## src/rtl/cpu_ioport_pkg.sv

```systemverilog
package cpu_ioport_pkg;
    typedef enum logic [1:0] {
        ACC_NONE = 2'd0,
        ACC_DIR  = 2'd1,
        ACC_DATA = 2'd2
    } acc_kind_e;
endpackage

```

## src/rtl/cpu_ioport_decode.sv

```systemverilog
module cpu_ioport_decode
    import cpu_ioport_pkg::*;
#(
    parameter int AW = 16
) (
    input  logic [AW-1:0] addr,
    output acc_kind_e     kind,
    output logic          hit
);
    always_comb begin
        kind = ACC_NONE;
        if (addr[AW-1:1] == '0) begin
            kind = addr[0] ? ACC_DATA : ACC_DIR;
        end
    end

    assign hit = (kind != ACC_NONE);
endmodule

```

## src/rtl/cpu_ioport_regs.sv

```systemverilog
module cpu_ioport_regs
    import cpu_ioport_pkg::*;
#(
    parameter int NL = 6
) (
    input  logic          clk,
    input  logic          rst_n,
    input  acc_kind_e     kind,
    input  logic          we,
    input  logic [NL-1:0] wdata,
    output logic [NL-1:0] dir_q,
    output logic [NL-1:0] data_q
);
    always_ff @(posedge clk or negedge rst_n) begin
        if (!rst_n) begin
            dir_q  <= '0;
            data_q <= '0;
        end else if (we) begin
            unique case (kind)
                ACC_DIR:  dir_q  <= wdata;
                ACC_DATA: data_q <= wdata;
                default:  ;
            endcase
        end
    end

    // Write to the direction register lands on the next edge.
    assert_dir_write_R2: assert property (@(posedge clk) disable iff (!rst_n)
        (we && kind == ACC_DIR) |=> (dir_q == $past(wdata)));

    // Write to the data register lands on the next edge.
    assert_data_write_R3: assert property (@(posedge clk) disable iff (!rst_n)
        (we && kind == ACC_DATA) |=> (data_q == $past(wdata)));

    // No claimed write: both registers hold their values.
    assert_hold_R8: assert property (@(posedge clk) disable iff (!rst_n)
        !(we && kind != ACC_NONE) |=> ($stable(dir_q) && $stable(data_q)));

    // Registers read as zero while reset is held.
    assert_reset_clear_R1: assert property (@(posedge clk)
        !rst_n |-> (dir_q == '0 && data_q == '0));
endmodule

```

## src/rtl/cpu_ioport_lines.sv

```systemverilog
module cpu_ioport_lines #(
    parameter int NL = 6
) (
    input  logic [NL-1:0] dir_q,
    input  logic [NL-1:0] data_q,
    input  logic [NL-1:0] pin_in,
    output logic [NL-1:0] pin_oe,
    output logic [NL-1:0] pin_out,
    output logic [NL-1:0] level
);
    for (genvar i = 0; i < NL; i++) begin : g_line
        assign pin_oe[i]  = dir_q[i];
        assign pin_out[i] = data_q[i];
        assign level[i]   = dir_q[i] ? data_q[i] : pin_in[i];
    end
endmodule

```

## src/rtl/cpu_ioport.sv

```systemverilog
module cpu_ioport
    import cpu_ioport_pkg::*;
#(
    parameter int AW = 16,
    parameter int DW = 8,
    parameter int NL = 6
) (
    input  logic          clk,
    input  logic          rst_n,
    input  logic [AW-1:0] bus_addr,
    input  logic          bus_we,
    input  logic [DW-1:0] bus_wdata,
    output logic [DW-1:0] rd_data,
    output logic          port_hit,
    input  logic [NL-1:0] pin_in,
    output logic [NL-1:0] pin_oe,
    output logic [NL-1:0] pin_out,
    output logic [NL-1:0] line_level
);
    localparam int PADW = DW - NL;

    acc_kind_e     kind;
    logic [NL-1:0] dir_q;
    logic [NL-1:0] data_q;
    logic          unused_wbits;

    assign unused_wbits = ^bus_wdata[DW-1:NL];

    cpu_ioport_decode #(.AW(AW)) u_decode (
        .addr (bus_addr),
        .kind (kind),
        .hit  (port_hit)
    );

    cpu_ioport_regs #(.NL(NL)) u_regs (
        .clk    (clk),
        .rst_n  (rst_n),
        .kind   (kind),
        .we     (bus_we),
        .wdata  (bus_wdata[NL-1:0]),
        .dir_q  (dir_q),
        .data_q (data_q)
    );

    cpu_ioport_lines #(.NL(NL)) u_lines (
        .dir_q   (dir_q),
        .data_q  (data_q),
        .pin_in  (pin_in),
        .pin_oe  (pin_oe),
        .pin_out (pin_out),
        .level   (line_level)
    );

    always_comb begin
        rd_data = '0;
        unique case (kind)
            ACC_DIR:  rd_data = {{PADW{1'b0}}, dir_q};
            ACC_DATA: rd_data = {{PADW{1'b0}}, line_level};
            default:  rd_data = '0;
        endcase
    end

    // Upper read bits never carry data.
    assert_upper_zero_R7: assert property (@(posedge clk) disable iff (!rst_n)
        rd_data[DW-1:NL] == '0);
endmodule

```

## config.mk

```make
export PLATFORM = sky130hd
export DESIGN_NAME = cpu_ioport
export DESIGN_NICKNAME = d
export VERILOG_FILES = /design/src/rtl/cpu_ioport_pkg.sv /design/src/rtl/cpu_ioport_decode.sv /design/src/rtl/cpu_ioport_regs.sv /design/src/rtl/cpu_ioport_lines.sv /design/src/rtl/cpu_ioport.sv
export SDC_FILE = /design/constraint.sdc
export NUM_CORES = 1
export LEC_CHECK = 0
export ABC_AREA = 1
export BUFFER_PORTS_ARGS = -buffer_cell sky130_fd_sc_hd__buf_2
export CORE_ASPECT_RATIO = 0.75
export CORE_MARGIN = 5
export CORE_UTILIZATION = 41
export CTS_CLUSTER_DIAMETER = 200
export DETAILED_ROUTE_END_ITERATION = 6
export GPL_TIMING_DRIVEN = 0
export PLACE_DENSITY = 0.84
export SLEW_MARGIN = 40
export SYNTH_ARGS = -nofsm -noshare
export SYNTH_HDL_FRONTEND = slang
export SYNTH_SLANG_ARGS = --single-unit
export TNS_END_PERCENT = 5
```

## constraint.sdc

```tcl
create_clock -name clk -period 1.8 [get_ports clk]
set_input_delay 0.18 -clock clk [delete_from_list [all_inputs] [get_ports clk]]
set_output_delay 0.18 -clock clk [all_outputs]
set_load 0.01 [all_outputs]
```

==> results.py <==
metrics = {
    "worst_setup_path": {
        "crit_path_end_kind": "output pin",
        "cpMaxStageDelayCell": "dfrtp_1",
        "path_class": "reg -> out",
        "crit_top_cell": "nand2_1",
        "path_cells": "mux2_2 > nand2_1 > nand2_1 > buf_2",
        "max_stage_delay_ps": 400,
        "cp-start-kind": "flop",
        "worstPathRequired_ps": 1620,
        "worstPathMaxFanout": 4,
        "arrival_ps": 1290,
    },
    "final_layout": {
        "syn2layout_area_growth_pct": 45.3,
        "layout-drive-gt1-share_pct": 47.2,
        "fin_nets": 194,
        "design_area_um2": 1090,
        "antenna_cells": 0,
    },
    "synthesis": {
        "yosys.cell_types.count": 14,
        "yosys_warnings": 0,
        "syn_area_per_cell_um2": 7.56,
        "synth_seq_cells": 12,
        "yosysSeqAreaShare_pct": 40.1,
        "syn_area_um2": 748,
        "netlist_instances": 99,
    },
    "sta": {
        "fmax_mhz": 678,
        "tns_ps": 0,
        "hold_violations": 0,
        "finClkSkew_ps": 0,
        "drv_slew": 0,
        "finalCritPeriodShare_pct": 81.9,
        "setup_slack_ps": 326,
        "setup_violations": 0,
        "period_needed_ps": 1470,
        "whs_ps": 145,
        "rsz0062_at_grt": "no",
    },
    "floorplanning": {
        "coreArea_um2": 1740,
        "ios": 60,
        "rows": 13,
        "dieArea_um2": 2790,
        "die_h_um": 47.0,
        "die_w_um": 59.3,
        "start_util_pct": 43.0,
    },
    "placed_design": {
        "dp_hpwl_um": 1760,
        "dp_slack_ps": 395,
        "place_congestion": 0.696,
        "port_buffers": 55,
        "dpl_cell_area_um2": 1050,
    },
    "route": {
        "wl_per_cell_um": 12.2,
        "first_pass_iters": 4,
        "vias_per_cell": 4.76,
        "vias": 862,
        "drc_errors": 0,
        "drtIter0Drc": 32,
        "wl_um": 2210,
        "ant_nets": 0,
    },
    "power_and_ir_drop": {
        "ir_worst_vdd_mv": 0.549,
        "cellPowerDensity_nw_per_um2": 473,
        "p_leak_nw": 0.680,
    },
    "cts": {
        "clk_pin_slew_ps": 70,
        "cts_hold_buf": 1,
        "clockBufferDepth": 2,
        "htreeDepth": 1,
        "cts_buffers": 3,
        "insertion_delay_ps": 270,
        "cts_sinks": 12,
        "cts_tree": "done",
        "cts.repair.resized": 0,
        "cts_root_buffer": "clkbuf_4",
        "postCtsSetupRepairBufs": 0,
    },
    "flow_run": {
        "max_cap_viol_count": 0,
    },
    "global_route": {
        "grt_max_degree": 13,
        "antenna_found_initial": 0,
        "grt_pass1_wl_um": 3420,
        "grt_use_total_pct": 17.0,
        "grt_pass1_vias": 786,
        "grt_overflow": 0,
    },
    "worst_hold_path": {
        "hp-class": "in -> reg",
    },
    "outcome": {
        "status": "finished clean",
    },
}
==> path summary, 6_finish.rpt <==
check                      depth (start not counted)               end        startpoint  slack (ps)
max                                                4        rd_data[5]   u_regs.dir_q[5]         330
min                                                3  u_regs.data_q[4]      bus_wdata[4]         150
max reg2reg                                        2   u_regs.dir_q[5]   u_regs.dir_q[5]        1120
min reg2reg                                        2  u_regs.data_q[5]  u_regs.data_q[5]         500
max in group asynchronous                          2   u_regs.dir_q[0]             rst_n        1270
min in group asynchronous                          2   u_regs.dir_q[3]             rst_n         310
==> per-stage QoR <==
step / utilization [%] / cells / power (mW)
after global routing: 62.5 / 181 / 0.537
final: 62.5 / 181 / 0.514
after global placement: 60.6 / 177 / 0.350
after CTS: 62.5 / 181 / 0.517
after floorplan: - / 100 / 0.304
after detailed placement: 60.6 / 177 / 0.352
==> final cells by class <==
| type | instances | area, um2 |
|---|---|---|
| fill | 168 | 653 |
| clock buffer | 3 | 22.5 |
| buffer | 5 | 42.5 |
| sequential | 12 | 300 |
| inverter | 3 | 11.3 |
| timing repair buffer | 56 | 285 |
| tap | 22 | 27.5 |
| multi-input combinational | 80 | 398 |
==> registers in the layout (all words and copies together), names as in the netlist <==
register	cells
u_regs.data_q	6
u_regs.dir_q	6
==> per-layer routing <==
layer | track usage, % | part of all wire (%) | routed length, um
met1 | 18.5 | 40 | 889
met2 | 30.9 | 49 | 1080
met3 | 6.59 | 9.7 | 215
met4 | 5.43 | 1.1 | 25
met5 | 0 | 0 | 0
==> placed cells by master (no fill, tap or decap) <==
cell           netlist  layout
nand2_2              1       1
mux2_2               6       6
dfrtp_1             12      12
buf_2                1      56
buf_6                2       2
buf_4                2       2
nand3_1             12      12
inv_2                1       1
clkbuf_4             0       3
nor2_1               7       7
nand2_1             46      46
nor2_4               4       4
conb_1               1       2
inv_1                2       2
nand4_1              2       2
dlygate4sd3_1        0       1
==> logic make-up after synthesis <==
family                 synth area share (%)
buffers and inverters                  7.19
multiplexers                           9.03
flip-flops                             40.1
other                                 0.501
AND/OR/NAND/NOR                        43.1
==> power by group <==
part,switching (mW),internal [mW]
Combinational,0.0387,0.0405
Clock,0.0874,0.0776
Sequential,0.0000882,0.269
Total,0.126,0.388
==> Yosys cell counts <==
cell type  instances  area (um2)
buf_2              1        5.00
nand2_2            1        6.26
dfrtp_1           12         300
nor2_1             7        26.3
nand4_1            2        12.5
buf_6              2        22.5
mux2_2             6        67.6
nand2_1           46         173
buf_4              2        15.0
inv_2              1        3.75
nor2_4             4        45.0
conb_1             1        3.75
nand3_1           12        60.1
inv_1              2        7.51
==> worst max-delay path, delay by kind of cell (launching register included) <==
kind          cells  cell delay [ps]
buf+inv           1              130
flops             1              400
mux               1              360
simple gates      2              130
Power figures use the tool's default switching activity.
